==> src/rtl/pll_synth_pkg.sv <==
package pll_synth_pkg;
  typedef enum logic [2:0] {
    TM_NORMAL   = 3'b000,
    TM_NOTPG    = 3'b001,
    TM_FORCE_HI = 3'b010,
    TM_FORCE_LO = 3'b011,
    TM_INVERT   = 3'b100,
    TM_HIZ      = 3'b101,
    TM_OBS_REF  = 3'b110,
    TM_OBS_DIV  = 3'b111
  } test_mode_e;

  typedef struct packed {
    logic up;
    logic dn;
    logic hiz;
    logic tpg_off;
  } pump_ctl_t;
endpackage

==> src/rtl/ref_divider.sv <==
module ref_divider #(
  parameter int REF_DIV = 128,
  parameter int SND_DIV = 512
) (
  input  logic clk_i,
  input  logic rst_ni,
  output logic ref_tick_o,
  output logic ref_tgl_o,
  output logic snd_ref_o
);
  localparam int REF_W    = $clog2(REF_DIV);
  localparam int SND_HALF = SND_DIV / 2;
  localparam int SND_W    = $clog2(SND_HALF + 1);

  logic [REF_W-1:0] ref_cnt_q;
  logic [SND_W-1:0] snd_cnt_q;
  logic             snd_wrap;

  assign ref_tick_o = (ref_cnt_q == REF_W'(REF_DIV - 1));
  assign snd_wrap   = (snd_cnt_q == SND_W'(SND_HALF - 1));

  always_ff @(posedge clk_i or negedge rst_ni) begin
    if (!rst_ni) begin
      ref_cnt_q <= '0;
      ref_tgl_o <= 1'b0;
    end else if (ref_tick_o) begin
      ref_cnt_q <= '0;
      ref_tgl_o <= ~ref_tgl_o;
    end else begin
      ref_cnt_q <= ref_cnt_q + 1'b1;
    end
  end

  always_ff @(posedge clk_i or negedge rst_ni) begin
    if (!rst_ni) begin
      snd_cnt_q <= '0;
      snd_ref_o <= 1'b0;
    end else if (snd_wrap) begin
      snd_cnt_q <= '0;
      snd_ref_o <= ~snd_ref_o;
    end else begin
      snd_cnt_q <= snd_cnt_q + 1'b1;
    end
  end

  assert_single_tick_R2: assert property (@(posedge clk_i) disable iff (!rst_ni)
    ref_tick_o |=> !ref_tick_o);
  assert_snd_hold_R3: assert property (@(posedge clk_i) disable iff (!rst_ni)
    !snd_wrap |=> $stable(snd_ref_o));
endmodule

==> src/rtl/prog_divider.sv <==
module prog_divider #(
  parameter int N_W   = 12,
  parameter int N_MIN = 17
) (
  input  logic           clk_i,
  input  logic           rst_ni,
  input  logic           vco_pulse_i,
  input  logic [N_W-1:0] ratio_i,
  output logic           div_tick_o,
  output logic           div_tgl_o
);
  logic [N_W-1:0] cnt_q;
  logic [N_W-1:0] n_eff;

  assign n_eff      = (ratio_i < N_W'(N_MIN)) ? N_W'(N_MIN) : ratio_i;
  assign div_tick_o = vco_pulse_i && (cnt_q <= N_W'(1));

  // reload samples the ratio only on terminal count
  always_ff @(posedge clk_i or negedge rst_ni) begin
    if (!rst_ni) begin
      cnt_q     <= '0;
      div_tgl_o <= 1'b0;
    end else if (div_tick_o) begin
      cnt_q     <= n_eff;
      div_tgl_o <= ~div_tgl_o;
    end else if (vco_pulse_i) begin
      cnt_q <= cnt_q - 1'b1;
    end
  end

  assert_reload_floor_R5: assert property (@(posedge clk_i) disable iff (!rst_ni)
    div_tick_o |=> (cnt_q >= N_W'(N_MIN)));
  assert_hold_R6: assert property (@(posedge clk_i) disable iff (!rst_ni)
    !vco_pulse_i |=> $stable(cnt_q));
endmodule

==> src/rtl/pfd_core.sv <==
module pfd_core (
  input  logic clk_i,
  input  logic rst_ni,
  input  logic ref_edge_i,
  input  logic div_edge_i,
  output logic ref_lead_o,
  output logic div_lead_o
);
  logic up_set, dn_set;

  assign up_set = ref_lead_o | ref_edge_i;
  assign dn_set = div_lead_o | div_edge_i;

  always_ff @(posedge clk_i or negedge rst_ni) begin
    if (!rst_ni) begin
      ref_lead_o <= 1'b0;
      div_lead_o <= 1'b0;
    end else if (up_set && dn_set) begin
      ref_lead_o <= 1'b0;
      div_lead_o <= 1'b0;
    end else begin
      ref_lead_o <= up_set;
      div_lead_o <= dn_set;
    end
  end

  assert_pfd_excl_R7: assert property (@(posedge clk_i) disable iff (!rst_ni)
    !(ref_lead_o && div_lead_o));
  assert_pfd_clear_R7: assert property (@(posedge clk_i) disable iff (!rst_ni)
    (ref_lead_o && div_edge_i) |=> !ref_lead_o && !div_lead_o);
endmodule

==> src/rtl/pump_mux.sv <==
module pump_mux
  import pll_synth_pkg::*;
(
  input  logic       clk_i,
  input  logic       rst_ni,
  input  logic [2:0] test_i,
  input  logic [1:0] ext_i,
  input  logic       ref_lead_i,
  input  logic       div_lead_i,
  input  logic       ref_tgl_i,
  input  logic       div_tgl_i,
  output pump_ctl_t  ctl_o
);
  test_mode_e mode;
  logic       invert;

  assign mode   = test_mode_e'(test_i);
  assign invert = (mode == TM_INVERT) || ((mode == TM_NORMAL) && (ext_i != 2'b00));

  always_comb begin
    ctl_o = '0;
    unique case (mode)
      TM_NORMAL, TM_NOTPG, TM_INVERT: begin
        ctl_o.up = invert ? div_lead_i : ref_lead_i;
        ctl_o.dn = invert ? ref_lead_i : div_lead_i;
        ctl_o.tpg_off = (mode == TM_NOTPG);
      end
      TM_FORCE_HI: ctl_o.up  = 1'b1;
      TM_FORCE_LO: ctl_o.dn  = 1'b1;
      TM_HIZ:      ctl_o.hiz = 1'b1;
      TM_OBS_REF:  ctl_o.up  = ref_tgl_i;
      TM_OBS_DIV:  ctl_o.dn  = div_tgl_i;
      default:     ctl_o     = '0;
    endcase
  end

  assert_hiz_quiet_R11: assert property (@(posedge clk_i) disable iff (!rst_ni)
    ctl_o.hiz |-> !ctl_o.up && !ctl_o.dn);
  assert_one_src_R10: assert property (@(posedge clk_i) disable iff (!rst_ni)
    $onehot0({ctl_o.up, ctl_o.dn}));
endmodule

==> src/rtl/pll_synth_core.sv <==
module pll_synth_core
  import pll_synth_pkg::*;
#(
  parameter int REF_DIV = 128,
  parameter int SND_DIV = 512,
  parameter int N_W     = 12,
  parameter int N_MIN   = 17
) (
  input  logic           clk_i,
  input  logic           rst_ni,
  input  logic           vco_pulse_i,
  input  logic [N_W-1:0] ratio_i,
  input  logic [2:0]     test_i,
  input  logic [1:0]     ext_i,
  output logic           pump_up_o,
  output logic           pump_dn_o,
  output logic           pump_hiz_o,
  output logic           tpg_off_o,
  output logic           snd_ref_o
);
  logic      ref_tick, ref_tgl, div_tick, div_tgl;
  logic      ref_lead, div_lead;
  pump_ctl_t ctl;

  ref_divider #(.REF_DIV(REF_DIV), .SND_DIV(SND_DIV)) u_ref (
    .clk_i, .rst_ni, .ref_tick_o(ref_tick), .ref_tgl_o(ref_tgl), .snd_ref_o(snd_ref_o));

  prog_divider #(.N_W(N_W), .N_MIN(N_MIN)) u_div (
    .clk_i, .rst_ni, .vco_pulse_i, .ratio_i, .div_tick_o(div_tick), .div_tgl_o(div_tgl));

  pfd_core u_pfd (
    .clk_i, .rst_ni, .ref_edge_i(ref_tick), .div_edge_i(div_tick),
    .ref_lead_o(ref_lead), .div_lead_o(div_lead));

  pump_mux u_mux (
    .clk_i, .rst_ni, .test_i, .ext_i, .ref_lead_i(ref_lead), .div_lead_i(div_lead),
    .ref_tgl_i(ref_tgl), .div_tgl_i(div_tgl), .ctl_o(ctl));

  assign pump_up_o  = ctl.up;
  assign pump_dn_o  = ctl.dn;
  assign pump_hiz_o = ctl.hiz;
  assign tpg_off_o  = ctl.tpg_off;
endmodule

==> config.mk <==
export PLATFORM = sky130hd
export DESIGN_NAME = pll_synth_core
export DESIGN_NICKNAME = d
export VERILOG_FILES = /design/src/rtl/pll_synth_pkg.sv /design/src/rtl/ref_divider.sv /design/src/rtl/prog_divider.sv /design/src/rtl/pfd_core.sv /design/src/rtl/pump_mux.sv /design/src/rtl/pll_synth_core.sv
export SDC_FILE = /design/constraint.sdc
export NUM_CORES = 1
export LEC_CHECK = 0
export BUFFER_PORTS_ARGS = -buffer_cell sky130_fd_sc_hd__buf_2
export CAP_MARGIN = 15
export CORE_ASPECT_RATIO = 1.2
export CORE_MARGIN = 10
export CORE_UTILIZATION = 25
export DETAILED_ROUTE_END_ITERATION = 7
export GPL_ROUTABILITY_DRIVEN = 0
export HOLD_SLACK_MARGIN = 0.05
export PLACE_DENSITY = 0.52
export SLEW_MARGIN = 20
export SYNTH_ARGS = -nofsm -noshare
export SYNTH_HDL_FRONTEND = slang
export SYNTH_SLANG_ARGS = --single-unit
export TNS_END_PERCENT = 20
==> constraint.sdc <==
create_clock -name clk_i -period 2 [get_ports clk_i]
set_input_delay 0.4 -clock clk_i [delete_from_list [all_inputs] [get_ports clk_i]]
set_output_delay 0.4 -clock clk_i [all_outputs]
set_load 0.02 [all_outputs]
==> qor.yml, run 1 <==
placement:
  io_buffers: 24
  placed_area_um2: 1990
  hpwlAfterDp_mm: 2.70
sta:
  hold_slack_ns: 0.178
  tightest_slew_ns: 0.734
  relSlewSlack_pct: 51.1
  max_freq_mhz: 513
  setup_violations: 0
  drv_slew: 0
  hold_violations: 0
  period_share_pct: 97.5
  worst_clock_skew_ns: 0.00486
  period_minus_slack_ns: 1.95
  rsz0062_at_grt: "yes"
grt:
  grt_max_degree: 34
  grt_pass1_vias: 1437
  grt_use_total_pct: 7.78
  overflow: 0
  antenna_found_initial: 0
  grt_pass1_wl_mm: 6.49
die:
  die-area_um2: 10500
  start_util_pct: 26.1
  die-width_um: 95.1
  io-pin-count: 25
  rows: 32
  design.core.area_um2: 6490
  die_h_um: 110
run_status:
  status: "finished clean"
synth:
  syn_nets: 188
  yosysTopAreaCellShare_pct: 48.8
  yosys_warnings: 0
  synthDistinctLibCells: 44
  syn_avg_cell_area_um2: 10.3
  seq_area_frac_synth_pct: 48.8
  synthCells: 164
  synthTopCellsByArea: "dfrtp_1 (49%), xor2_1 (4.7%), nand3_1 (3.8%)"
  synth_area_um2: 1690
  synth.largest_area_cell: "dfrtp_1"
  ys_ff_latch: 33
critical_path:
  startpoint_type: "input port"
  r2r_cells: 5
  path_cells: "buf_2, or3_1, mux2_2, a32o_1, buf_2"
  critPathSlowestCell: "or3_1"
  cp_common_cell: "buf_2"
  crit_type: "input port to primary output"
  regToRegEndpoint: "u_div.cnt_q[11]"
  crit_start: "test_i[1]"
  r2r_slack_ns: 0.10
  arrival_ns: 1.55
  critPathMaxStageDelay_ns: 0.41
  critPathMaxFanout: 2
  cp-endpoint: "pump_dn_o"
  endpoint_kind: "primary output"
  r2r_start: "u_div.cnt_q[3]"
  cp.required_ns: 1.60
routing:
  vias: 1356
  routedWlPerCell_um: 12.5
  drt_iter0_markers: 76
  ant_nets: 0
  first_pass_iters: 4
  via_per_inst: 4.74
  post-route-drc-count: 0
  wl_mm: 3.58
power:
  p_per_area_nw_per_um2: 956
  power_leakage_nw: 0.947
  power.total_mw: 1.97
  ir_drop_v: 0.000435
final_layout:
  fillers: 688
  drive_above_1_share_pct: 24.9
  fin_nets: 226
  syn_to_final_growth_pct: 22.0
  finish.utilization_pct: 31.8
  diodes: 0
  stdcell_area_um2: 2060
flow_run:
  cap_viol_max_count: 0
clock_network:
  cts_tree: "yes"
  clk_latency_ns: 0.28
  htree_num_levels: 2
  cts.sinks: 33
  cts_resized: 0
  cts_buffers: 5
  hold_buffers: 0
  post_cts_buffers: 0
  clk_pin_slew_ns: 0.06
  clockBufferDepth: 2
  cts-root-buf: "clkbuf_8"
hold_path:
  hp-class: "input port to async pin"
## kinds of logic after synthesis
logic type / count (synthesis) / synth area share [%]
buf+inv: 9 / 2.51
compound gates: 33 / 13.2
mux: 6 / 3.77
flops: 33 / 48.8
xor+xnor: 14 / 7.25
fa+ha+maj: 4 / 2.96
simple gates: 65 / 21.5
## Yosys cell counts (all sizes together)
library cell,instances
nand4,2
nor4,1
dfrtp,33
nand2,8
buf,2
mux2,3
clkbuf,3
o221ai,2
nor4b,1
and4,1
nor3,7
a32o,1
a21oi,5
or3,5
and2,3
a22oi,2
nand2b,2
xnor2,5
o41ai,2
mux2i,3
a41oi,2
o21bai,1
a211oi,1
inv,4
nor2,13
nand3,13
o21ai,8
o31a,1
xor2,9
nor2b,3
or4b,1
a21boi,1
nor3b,2
a31oi,2
ha,4
o21a,1
and3,2
and3b,1
o31ai,4
## final cells by class
class                   count  area [µm²]  area share, %
multi-input cells         122         833           40.4
flip-flops and latches     33         826           40.0
repair buffers             36         210           10.2
well taps                  85         106           5.15
clock buffers               5        68.8           3.33
inverters                   4        15.0          0.727
clock inverters             1        5.00          0.242
## sequential cells by signal (all words and copies together), names as in the netlist
name              count
u_div.cnt_q          12
u_ref.snd_cnt_q       9
u_ref.ref_cnt_q       7
u_div.div_tgl_o       1
u_pfd.div_lead_o      1
u_pfd.ref_lead_o      1
u_ref.ref_tgl_o       1
u_ref.snd_ref_o       1
## per-stage QoR
| step | setup slack [ns] | setup TNS, ns | cells |
|---|---|---|---|
| 6_report | 0.0491 | 0 | 286 |
| 2_1_floorplan | 0.0251 | 0 | 164 |
| 5_1_grt | -0.0544 | -0.108 | 286 |
| 4_1_cts | 0.0427 | 0 | 286 |
| 3_5_place_dp | 0.0463 | 0 | 280 |
| 3_3_place_gp | 0.0537 | 0 | 280 |
## worst max-delay path, delay by kind of cell
family                 cells  cell delay (ns)
multiplexers               1             0.28
AND/OR/NAND/NOR            1             0.41
buffers and inverters      2             0.25
AO/OA/AOI/OAI              1             0.20
## report_power, final
group	leakage, nW	total (mW)	internal (mW)	switching [mW]
clock	0.0399	0.461	0.229	0.233
sequential	0.409	0.916	0.797	0.119
combinational	0.498	0.595	0.304	0.291
total	0.947	1.97	1.33	0.643
## metal layers
layer | vias up | global-route usage [%] | part of all wire (%)
li1 | 671 | - | -
met1 | 647 | 9.23 | 47
met2 | 31 | 12.6 | 47
met3 | 7 | 2.17 | 3.6
met4 | 0 | 3.85 | 2.0
met5 | - | 0 | 0
## cells in the final DEF (no fill, tap or decap), types with 3 or more instances in the layout
cell,synthesis,final
mux2_2,3,3
buf_4,0,12
mux2i_1,3,3
nor3_1,6,6
buf_2,1,24
nand3_1,13,13
xor2_1,9,9
ha_1,4,4
clkbuf_8,0,5
o21ai_0,7,6
o31ai_1,4,4
xnor2_1,5,5
dfrtp_1,33,33
or3_1,5,5
nor2b_1,3,3
a21oi_1,5,5
nor2_1,13,13
inv_1,4,4
nand2_1,8,8
## worst min-delay path by stage
| stage | slack, ns | depth (start not counted) | endpoint |
|---|---|---|---|
| 3_3_place_gp | 0.45 | 1 | u_ref.ref_cnt_q[6] |
| 4_1_cts | 0.21 | 1 | u_ref.ref_cnt_q[1] |
| 6_report | 0.18 | 1 | u_ref.ref_tgl_o |
| 3_5_place_dp | 0.45 | 1 | u_ref.ref_cnt_q[6] |
| 5_1_grt | 0.25 | 1 | u_ref.snd_cnt_q[6] |
| 2_1_floorplan | 0.10 | 0 | u_div.cnt_q[0] |
Note: power is estimated with default switching activity, not from simulation.
==> run 2, diff against run 1 <==
--- a/config.mk
+++ b/config.mk
@@ -14,6 +14,7 @@
 export GPL_ROUTABILITY_DRIVEN = 0
 export HOLD_SLACK_MARGIN = 0.05
 export PLACE_DENSITY = 0.52
+export RECOVER_POWER = 25
 export SLEW_MARGIN = 20
 export SYNTH_ARGS = -nofsm -noshare
 export SYNTH_HDL_FRONTEND = slang
==> run 2 against run 1 <==
Effect of this change:
- non-clock buffer count is the same
- hold slack gained 0.028 ns
- design area is the same
- fmax is the same
- first-iteration DRC count is the same
- total power is essentially flat
- critical endpoint unchanged
==> qor.yml, run 2 (synthesized netlist as in run 1, its figures left out) <==
run_status:
  status: "finished clean"  # unchanged
sta:
  rsz0062_at_grt: "yes"  # unchanged
  drv_slew: 0  # unchanged
  setup_ws_ns: 0.0491  # unchanged
  worst_clock_skew_ns: 0.00486  # unchanged
  setup_violations: 0  # unchanged
  period_share_pct: 97.5  # unchanged
  period_minus_slack_ns: 1.95  # unchanged
  relSlewSlack_pct: 45.3  # was 51.1%
  max_freq_mhz: 513  # unchanged
  hold_violations: 0  # unchanged
  tightest_slew_ns: 0.821  # was 0.734 ns
clock_network:
  cts.sinks: 33  # unchanged
  clk_latency_ns: 0.28  # about the same
  post_cts_buffers: 0  # unchanged
  hold_buffers: 0  # unchanged
  cts_resized: 0  # unchanged
  cts-root-buf: "clkbuf_8"  # unchanged
  htree_num_levels: 2  # unchanged
  clockBufferDepth: 2  # unchanged
  clk_pin_slew_ns: 0.06  # about the same
  cts_buffers: 5  # unchanged
  cts_tree: "yes"  # unchanged
power:
  pwr-share-comb_pct: 30.2  # about the same
  p_sw_share_pct: 32.6  # about the same
  pwr-share-seq_pct: 46.4  # about the same
  power_leakage_nw: 0.948  # was 0.947 nW
  p_switching_uw: 643  # about the same
  pwr-share-clk_pct: 23.4  # about the same
  p_per_area_nw_per_um2: 956  # about the same
  p_int_mw: 1.33  # about the same
  ir_drop_v: 0.000435  # about the same
routing:
  drt_iter0_markers: 76  # unchanged
  routedWlPerCell_um: 12.5  # about the same
  ant_nets: 0  # unchanged
  vias: 1356  # unchanged
  post-route-drc-count: 0  # unchanged
  first_pass_iters: 4  # unchanged
  via_per_inst: 4.74  # unchanged
  wl_mm: 3.58  # about the same
grt:
  grt_pass1_vias: 1437  # unchanged
  grt_use_total_pct: 7.78  # unchanged
  grt_max_degree: 34  # unchanged
  overflow: 0  # unchanged
  antenna_found_initial: 0  # unchanged
  grt_pass1_wl_mm: 6.49  # unchanged
final_layout:
  syn_to_final_growth_pct: 22.0  # unchanged
  fillers: 688  # unchanged
  finish.utilization_pct: 31.8  # unchanged
  largest_reg_flops: 12  # unchanged
  reg_top3: "u_div.cnt_q: 12 flops, u_ref.snd_cnt_q: 9 flops, u_ref.ref_cnt_q: 7 flops"  # unchanged
  stdcell_area_um2: 2060  # unchanged
  drive_above_1_share_pct: 24.9  # unchanged
  diodes: 0  # unchanged
  top_register: "u_div.cnt_q"  # unchanged
  final_cell_mix: "dfrtp_1 (33), buf_2 (23), nand3_1 (13), nor2_1 (13), buf_4 (12)"  # was dfrtp_1 (33), buf_2 (24), nand3_1 (13), nor2_1 (13), buf_4 (12)
  layout_commonest_cell: "dfrtp_1"  # unchanged
  fin_nets: 226  # unchanged
die:
  design.core.area_um2: 6490  # unchanged
  start_util_pct: 26.1  # unchanged
  die-area_um2: 10500  # unchanged
  io-pin-count: 25  # unchanged
  rows: 32  # unchanged
  die_h_um: 110  # unchanged
  die-width_um: 95.1  # unchanged
critical_path:
  cp_common_cell: "buf_2"  # unchanged
  arrival_ns: 1.55  # about the same
  endpoint_kind: "primary output"  # unchanged
  critPathMaxStageDelay_ns: 0.41  # about the same
  critPathSlowestCell: "or3_1"  # unchanged
  critPathMaxFanout: 2  # unchanged
  crit_type: "input port to primary output"  # unchanged
  cp.required_ns: 1.60  # about the same
  path_cells: "buf_2, or3_1, mux2_2, a32o_1, buf_2"  # unchanged
  startpoint_type: "input port"  # unchanged
placement:
  hpwlAfterDp_mm: 2.70  # unchanged
  placed_area_um2: 1990  # unchanged
  io_buffers: 24  # unchanged
  dpl_worst_slack_ns: 0.0463  # unchanged
flow_run:
  cap_viol_max_count: 0  # unchanged
hold_path:
  hp-class: "input port to async pin"  # unchanged
## run 2: cell count changes in the layout (fill, tap and decap cells not counted)
cell,previous run,this run
buf_2,24,23
clkbuf_2,0,1
## run 2: metrics by stage
step	total power, mW	TNS (ns)	hold WS [ns]	cells
floorplan	1.31	0	0.104	164
global placement	1.52	0	0.449	280
detailed placement	1.52	0	0.452	280
CTS	1.99	0	0.206	286
global route	2.13	-0.108	0.289	286
finish	1.97	0	0.205	286
## run 2: final timing paths
check / end / depth (start not counted) / from / slack, ns
hold reg to reg: u_ref.ref_cnt_q[6] / 1 / u_ref.ref_cnt_q[6] / 0.47
min in group clk_i: u_div.cnt_q[6] / 3 / ratio_i[6] / 0.38
max in group asynchronous: u_pfd.ref_lead_o / 1 / rst_ni / 1.28
setup reg to reg: u_div.cnt_q[11] / 5 / u_div.cnt_q[3] / 0.10
hold / removal: u_ref.ref_tgl_o / 1 / rst_ni / 0.21
setup / recovery: pump_dn_o / 5 / test_i[1] / 0.05
## run 2: power groups by stage
| stage | combinational, mW | sequential, mW | clock [mW] |
|---|---|---|---|
| finish | 0.595 | 0.916 | 0.461 |
| floorplan | 0.405 | 0.910 | 0 |
| CTS | 0.595 | 0.917 | 0.477 |
| detailed placement | 0.597 | 0.924 | 0 |
| global route | 0.683 | 0.944 | 0.505 |
| global placement | 0.588 | 0.928 | 0 |
## run 2: critical path, delay by kind of cell
| kind | cells | cell delay [ns] |
|---|---|---|
| buf+inv | 2 | 0.25 |
| mux | 1 | 0.28 |
| compound gates | 1 | 0.20 |
| simple gates | 1 | 0.41 |
## run 2: cell type report
type,count,area [µm²],area share [%]
clock buffer,5,68.8,3.33
clock inverter,1,5.00,0.242
inverter,4,15.0,0.727
multi-input combinational,122,833,40.4
sequential,33,826,40.0
tap,85,106,5.15
timing repair buffer,36,210,10.2
## run 2: layer usage
layer | routed length, µm | vias to the layer above | track usage, %
met2 | 1700 | 31 | 12.6
met4 | 70 | 0 | 3.85
met1 | 1680 | 647 | 9.23
met5 | 0 | - | 0
met3 | 127 | 7 | 2.17
li1 | - | 671 | -
